## src/rtl/mig_decide_pkg.sv

```systemverilog
package mig_decide_pkg;
  typedef enum logic [1:0] {
    ACT_LOCAL   = 2'd0,
    ACT_REMOTE  = 2'd1,
    ACT_MIGRATE = 2'd2
  } act_e;
endpackage

```

## src/rtl/home_core_map.sv

```systemverilog
module home_core_map #(
  parameter int ADDR_W   = 32,
  parameter int HOME_LSB = 12,
  parameter int CORE_W   = 4
) (
  input  logic [ADDR_W-1:0] addr,
  output logic [CORE_W-1:0] home
);
  localparam logic [ADDR_W-1:0] FIELD_MASK =
    ADDR_W'(((64'd1 << CORE_W) - 64'd1) << HOME_LSB);

  logic unused_addr;
  assign unused_addr = ^(addr & ~FIELD_MASK);
  assign home = addr[HOME_LSB +: CORE_W];
endmodule

```

## src/rtl/mesh_hop_dist.sv

```systemverilog
module mesh_hop_dist #(
  parameter int X_BITS = 2,
  parameter int Y_BITS = 2
) (
  input  logic [X_BITS+Y_BITS-1:0] core_a,
  input  logic [X_BITS+Y_BITS-1:0] core_b,
  output logic [((X_BITS > Y_BITS) ? X_BITS : Y_BITS):0] hops
);
  localparam int HOP_W = ((X_BITS > Y_BITS) ? X_BITS : Y_BITS) + 1;

  logic [X_BITS-1:0] xa, xb, dx;
  logic [Y_BITS-1:0] ya, yb, dy;

  assign xa = core_a[X_BITS-1:0];
  assign xb = core_b[X_BITS-1:0];
  assign ya = core_a[X_BITS +: Y_BITS];
  assign yb = core_b[X_BITS +: Y_BITS];

  always_comb begin
    dx = (xa > xb) ? (xa - xb) : (xb - xa);
    dy = (ya > yb) ? (ya - yb) : (yb - ya);
  end

  assign hops = HOP_W'(dx) + HOP_W'(dy);
endmodule

```

## src/rtl/action_select.sv

```systemverilog
module action_select
  import mig_decide_pkg::*;
#(
  parameter int CORE_W = 4,
  parameter int HOP_W  = 3
) (
  input  logic [CORE_W-1:0] home,
  input  logic [CORE_W-1:0] cur,
  input  logic [CORE_W-1:0] native,
  input  logic [HOP_W-1:0]  hops,
  input  logic [HOP_W-1:0]  thresh,
  output act_e              action
);
  always_comb begin
    if (home == cur)          action = ACT_LOCAL;
    else if (home == native)  action = ACT_MIGRATE;
    else if (hops > thresh)   action = ACT_MIGRATE;
    else                      action = ACT_REMOTE;
  end
endmodule

```

## src/rtl/result_reg.sv

```systemverilog
module result_reg #(
  parameter int W = 8
) (
  input  logic         clk,
  input  logic         rst_n,
  input  logic         in_valid,
  output logic         in_ready,
  input  logic [W-1:0] in_data,
  output logic         out_valid,
  input  logic         out_ready,
  output logic [W-1:0] out_data
);
  logic take;
  assign in_ready = !out_valid || out_ready;
  assign take     = in_valid && in_ready;

  always_ff @(posedge clk or negedge rst_n) begin
    if (!rst_n) begin
      out_valid <= 1'b0;
      out_data  <= '0;
    end else begin
      if (take) begin
        out_valid <= 1'b1;
        out_data  <= in_data;
      end else if (out_ready) begin
        out_valid <= 1'b0;
      end
    end
  end
endmodule

```

## src/rtl/mig_decide_top.sv

```systemverilog
module mig_decide_top
  import mig_decide_pkg::*;
#(
  parameter int ADDR_W   = 32,
  parameter int HOME_LSB = 12,
  parameter int X_BITS   = 2,
  parameter int Y_BITS   = 2,
  localparam int CORE_W  = X_BITS + Y_BITS,
  localparam int HOP_W   = ((X_BITS > Y_BITS) ? X_BITS : Y_BITS) + 1
) (
  input  logic              clk,
  input  logic              rst_n,
  input  logic              in_valid,
  output logic              in_ready,
  input  logic [ADDR_W-1:0] in_addr,
  input  logic [CORE_W-1:0] in_cur_core,
  input  logic [CORE_W-1:0] in_native_core,
  input  logic [HOP_W-1:0]  dist_thresh,
  output logic              out_valid,
  input  logic              out_ready,
  output logic [1:0]        out_action,
  output logic [CORE_W-1:0] out_home,
  output logic [HOP_W-1:0]  out_hops
);
  localparam int PACK_W = 2 + CORE_W + HOP_W;

  logic [CORE_W-1:0] home_c;
  logic [HOP_W-1:0]  hops_c;
  act_e              act_c;
  logic [PACK_W-1:0] pack_in, pack_out;

  home_core_map #(.ADDR_W(ADDR_W), .HOME_LSB(HOME_LSB), .CORE_W(CORE_W)) map_i (
    .addr (in_addr),
    .home (home_c)
  );

  mesh_hop_dist #(.X_BITS(X_BITS), .Y_BITS(Y_BITS)) dist_i (
    .core_a (in_cur_core),
    .core_b (home_c),
    .hops   (hops_c)
  );

  action_select #(.CORE_W(CORE_W), .HOP_W(HOP_W)) sel_i (
    .home   (home_c),
    .cur    (in_cur_core),
    .native (in_native_core),
    .hops   (hops_c),
    .thresh (dist_thresh),
    .action (act_c)
  );

  assign pack_in = {act_c, home_c, hops_c};

  result_reg #(.W(PACK_W)) out_i (
    .clk       (clk),
    .rst_n     (rst_n),
    .in_valid  (in_valid),
    .in_ready  (in_ready),
    .in_data   (pack_in),
    .out_valid (out_valid),
    .out_ready (out_ready),
    .out_data  (pack_out)
  );

  assign out_action = pack_out[PACK_W-1 -: 2];
  assign out_home   = pack_out[HOP_W +: CORE_W];
  assign out_hops   = pack_out[HOP_W-1:0];
endmodule

```

## config.mk

```make
export PLATFORM = sky130hd
export DESIGN_NAME = mig_decide_top
export DESIGN_NICKNAME = d
export VERILOG_FILES = /design/src/rtl/mig_decide_pkg.sv /design/src/rtl/home_core_map.sv /design/src/rtl/mesh_hop_dist.sv /design/src/rtl/action_select.sv /design/src/rtl/result_reg.sv /design/src/rtl/mig_decide_top.sv
export SDC_FILE = /design/constraint.sdc
export NUM_CORES = 1
export LEC_CHECK = 0
export BUFFER_PORTS_ARGS = -buffer_cell sky130_fd_sc_hd__clkbuf_2
export CAP_MARGIN = 15
export CORE_MARGIN = 2
export CORE_UTILIZATION = 37
export CTS_BUF_LIST = sky130_fd_sc_hd__clkbuf_4 sky130_fd_sc_hd__clkbuf_8 sky130_fd_sc_hd__clkbuf_16
export DETAILED_ROUTE_END_ITERATION = 8
export GPL_TIMING_DRIVEN = 0
export PLACE_DENSITY = 0.83
export SLEW_MARGIN = 10
export SYNTH_ARGS = -nofsm -noshare
export SYNTH_HDL_FRONTEND = slang
export SYNTH_HIERARCHICAL = 1
export SYNTH_SLANG_ARGS = --single-unit
export TNS_END_PERCENT = 100
```

## constraint.sdc

```tcl
create_clock -name clk -period 1 [get_ports clk]
set_input_delay 0.05 -clock clk [delete_from_list [all_inputs] [get_ports clk]]
set_output_delay 0.05 -clock clk [all_outputs]
set_load 0.01 [all_outputs]
```

### After elaboration in Yosys (flattened, before gate mapping)

Index checks and enable logic that the tools add are counted.

* $add $sub $neg: 5
* multiply operators: 0
* div/mod/pow operators: 0
* magnitude comparators: 3
* equality and inequality tests: 2
* shifts and indexed selects: 0
* muxes and demuxes: 7
* bitwise operators: 0
* reduce and logical (&&, ||, !) cells: 4

Operators with widths (number)
* $mux 2: 5
* $eq 4x4->1: 2
* $sub 2x2->2: 4
* $gt 2x2->1: 2
* $add 2x2->3: 1
* $gt 3x3->1: 1
* $mux 1: 2
* $reduce_bool 2->1: 1
* $logic_and 1x1->1: 1
* $logic_not 1->1: 1
* $logic_or 1x1->1: 1

* register bits: 10
* bits in latches: 0
* RAM bits: 0
* ROM bits: 0
* input bits: 47
* output and inout bits: 11
* logic and storage cells: 23
* memories: 0

### Depth between registers and ports, before layout

* depth in word-level cells: 7
* depth in mapped cells: 13
* gate-level depth less buffers: 13

### Cells and area by module

The synthesis kept the hierarchy.

Modules (own cells, without submodules)
* result_reg: times used 1, cells each 22, area each 425.4 sq um, sequential area each 250.2 sq um
* mesh_hop_dist: times used 1, cells each 31, area each 261.5 sq um, sequential area each 0.0 sq um
* action_select: times used 1, cells each 23, area each 175.2 sq um, sequential area each 0.0 sq um
* home_core_map: times used 1, cells each 4, area each 30.0 sq um, sequential area each 0.0 sq um

### Worst setup path before layout

OpenSTA, ideal clock, no wires.

* path type: in2reg
* from: input port in_addr[12]
* to: register out_i.out_data[8]
* library setup time: 0.125 ns
* arrival: 2.833 ns
* data required time: 0.875 ns
* setup slack: -1.958 ns
* cell stages on the path: 12
* cells stage by stage: buf_4 > ha_1 > fa_1 > mux2_1 > o211a_1 > fa_1 > inv_1 > ha_1 > a211oi_2 > o21ai_1 > and2_1 > mux2_4

* cells in the longest elaborated chain, start to end: 7
* elaborated cells between the ends (all ways): 11
* classes of those cells: add/sub: 3; order compare: 2; eq/ne: 2; mux: 4

Ends and longest elaborated chain
* start: declaration: RTL line mig_decide_top.sv:15 `input logic [ADDR_W-1:0] in_addr,`
* $sub 2x2->2 / $gt 2x2->1 (equally long branches): RTL line mesh_hop_dist.sv:20 `dx = (xa > xb) ? (xa - xb) : (xb - xa);`
* $mux 2 (*): RTL line mesh_hop_dist.sv:20
* $add 2x2->3 (*): RTL line mesh_hop_dist.sv:24 `assign hops = HOP_W'(dx) + HOP_W'(dy);`
* named net hops_c[1]: RTL line mig_decide_top.sv:28 `logic [HOP_W-1:0] hops_c;`
* $gt 3x3->1 (*): RTL line action_select.sv:17 `else if (hops > thresh) action = ACT_MIGRATE;`
* $mux 2 (*): RTL line action_select.sv:17
* $mux 2 (*): RTL line action_select.sv:16 `else if (home == native) action = ACT_MIGRATE;`
* $mux 2 (*): RTL line action_select.sv:15 `if (home == cur) action = ACT_LOCAL;`
* named net act_c[1]: RTL line mig_decide_top.sv:29 `act_e act_c;`
* end signal: assignment: RTL line result_reg.sv:24 `out_data <= in_data;`
* end: declaration: RTL line result_reg.sv:11 `output logic [W-1:0] out_data`

The timed path passes the listed nets; every way through them passes the cells marked *.
A chain may end at the register's enable or synchronous reset.

### Final worst setup path

Ends and elaborated chain as after synthesis.

==> key figures <==
Power and ir drop
  – Leak pwr: 0.633 nW
  – Worst VDD drop: around 0.85 mV
  – Design Power: 1.80 mW
  – Sw Share: 0.325
  – Pwr Density: approximately 1500 nW/um^2
  – Gate power share: 0.539
  – P_int: ~1.2 mW
  – Clock Power Share: 0.137
  – Sequential power share: 0.324
  – Switch Pwr: about 0.59 mW

Setup path
  – CP arrival: 2.72 ns
  – RR Endpoint: out_i/out_data[0]
  – Maximum fanout along the worst path: 5
  – CP Data Required Time: around 1.1 ns
  – R2r setup slk: -0.04 ns
  – Worst setup path endpoint: out_i/out_data[8]
  – RR Startpoint: out_i/out_valid
  – CP endpoint kind: flop
  – Critical path startpoint category: primary input
  – WS Path Type: in -> reg
  – R2R depth: 3
  – Critical path origin: in_addr[12]

CTS
  – Num CTS Buffers: 3
  – Clk Latency, worst-skew pair: between 0.2 and 0.3 ns
  – Clk pin slew, worst setup/hold paths: 0.06 ns
  – CTS root buffer: clkbuf_4
  – Clock tree buffer depth: 2
  – H-Tree Depth: 1
  – Sink Count: 10
  – TritonCTS clock tree: built

Logic synthesis
  – Mean Syn Cell Area: around 11 sq um
  – Mapped Nets: 140
  – Synth Warn #: 6
  – Mapped Cells: 80
  – Flop and latch count out of synthesis: 10
  – Post-synth cell types: 23
  – Synthesized area: just under 900 sq um
  – EDFF count, synth: 0
  – Main flop type after synthesis: dfrtp_1
  – Fraction of registers with async set/reset: 1.00
  – Seq/Total Area, Yosys: 0.281

Global route
  – First-pass GRT wire length: 2340 um
  – Vias in the first global route: slightly above 600
  – Gr usage total: 0.116
  – Initial antenna violation count: 0
  – Largest net degree at the start of global routing: 11
  – Gr ovfl total: 0

Die
  – # IOs: 58
  – Die Span X: around 53 um
  – Die area: 2820 sq um
  – Row cnt: 17
  – Core area: around 2300 sq um
  – Initial Util: 0.396
  – Height of the die: 53.1 um

Layout
  – Area grow syn2layout: 37.9%
  – # fillers: 206
  – Antenna cells: 0
  – Final instance area: roughly 1200 sq um
  – Nets: about 180
  – Share of layout cells above drive strength 1: 0.544

STA
  – Achievable frequency: between 0.3 and 0.4 GHz
  – Min Tclk post-route: 2.58 ns
  – Final worst-path cycle share: 2.58
  – Setup Skew: ~0.00013 ns
  – Slew Limit Fails: 0
  – Hold_ws: around 0.048 ns
  – Setup violators final: 9
  – Final Worst Setup Slack: -1.58 ns
  – Fin Setup TNS: -5.04 ns
  – Final hold viol count: 0
  – Rel. slew slack: 0.797
  – Worst Max-Slew Pin Slew: just over 0.3 ns
  – RSZ-0062 raised after global routing: true

Place
  – RD Place Congestion: roughly 0.66
  – Number of buffers inserted by port buffering: 25
  – DP HPWL: 1310 um
  – DP Area: around 1100 sq um

Route
  – DRT met1 WL: around 630 um
  – Final WL: between 1500 and 2000 um
  – DRC viols: 0
  – WL met2: 804 um
  – Avg WL per Cell: about 11 um
  – DRT Pass-1 Iters: 4
  – Vias per cell: 4.54
  – Post-route ant nets: 0
  – Total number of vias: approximately 650
  – Top sig layer: met4
  – Wire length on met3: 62 um
  – Starting DRC count in detailed routing: 4

Flow run
  – Max_cap viols: 0

Status
  – Outcome: finished, violations left
  – Violated checks: setup timing

Hold path
  – Worst min path class: in -> reg
  – Hold path depth: 2
  – Worst Hold Launch: in_addr[12]
logic make-up after synthesis:
kind of cell / share of synthesized area
AO/OA/AOI/OAI: 0.0617
XOR/XNOR: 0.0884
multiplexers: 0.164
AND/OR/NAND/NOR: 0.0926
adder cells (fa/ha/maj): 0.208
buffers and inverters: 0.105
flip-flops: 0.281
layout by cell type (no fill, tap or decap), types with 2 or more instances in the layout:
cell	instances
ha_4	4
inv_2	3
nand4_1	2
inv_1	13
buf_8	2
clkbuf_2	23
o21ai_2	2
clkbuf_4	3
fa_1	2
ha_1	6
dfrtp_1	10
mux2_4	10
buf_4	7
a211oi_1	2
xnor2_1	9
power groups by stage:
| stage | clock network (mW) | logic [mW] | registers (mW) |
|---|---|---|---|
| floorplan | 0 | 0.575 | 0.637 |
| global placement | 0 | 0.844 | 0.587 |
| detailed placement | 0 | 0.871 | 0.593 |
| CTS | 0.265 | 0.915 | 0.586 |
| global route | 0.289 | 1.07 | 0.600 |
| finish | 0.246 | 0.973 | 0.585 |
sequential cells by signal, indices dropped and copies added (netlist names):
register         count
out_i/out_data       9
out_i/out_valid      1
worst min path at each step:
stage	slack, ns	endpoint
2_1_floorplan	-0.25	out_i/out_data[0]
3_3_place_gp	-0.08	out_i/out_data[7]
3_5_place_dp	-0.08	out_i/out_data[6]
4_1_cts	0.05	out_i/out_data[3]
5_1_grt	0.04	out_i/out_data[3]
6_report	0.05	out_i/out_data[3]
timing repair:
action,in CTS,in global routing
hold buffers,1,0
setup endpoints to repair,9,10
hold endpoints to repair,10,0
pin swaps,2,0
resized for setup,4,6
setup buffers,2,3
stage by stage:
stage	worst slack, ns	util	std cells
4_1_cts	-1.58	0.527	139
3_5_place_dp	-1.93	0.501	133
3_3_place_gp	-1.89	0.501	133
5_1_grt	-1.65	0.546	142
6_report	-1.58	0.546	142
2_1_floorplan	-1.73	-	80
critical path, stage by stage:
cell and delay [ns]:
buf_12 0.11, ha_4 0.15, fa_2 0.45, or3_1 0.35, o211a_1 0.15, fa_1 0.50
inv_2 0.05, ha_4 0.22, a211oi_2 0.22, o21ai_2 0.08, and2_1 0.13, mux2_4 0.26
layout make-up:
class                   instances  area (sq um)  area share
flip-flops and latches         10           250       0.203
plain buffers                   4          50.0      0.0407
clock buffers                   3          22.5      0.0183
well taps                      28          35.0      0.0285
multi-input cells              49           617       0.502
repair buffers                 31           189       0.154
inverters                      17          66.3      0.0539
per-layer routing:
| metal | GRT usage | vias up |
|---|---|---|
| met3 | 0.00847 | 2 |
| met4 | 0.0769 | 0 |
| met5 | 0 | - |
| met2 | 0.227 | 17 |
| li1 | - | 327 |
| met1 | 0.114 | 299 |
cells in the mapped netlist, types with 2 or more instances:
library cell / count / area share
a211oi_1: 2 / 0.017
buf_4: 4 / 0.034
dfrtp_1: 10 / 0.28
fa_1: 3 / 0.067
ha_1: 10 / 0.14
inv_1: 17 / 0.072
mux2_4: 9 / 0.15
nand4_1: 2 / 0.014
xnor2_1: 9 / 0.088
Power figures use the tool's default switching activity.
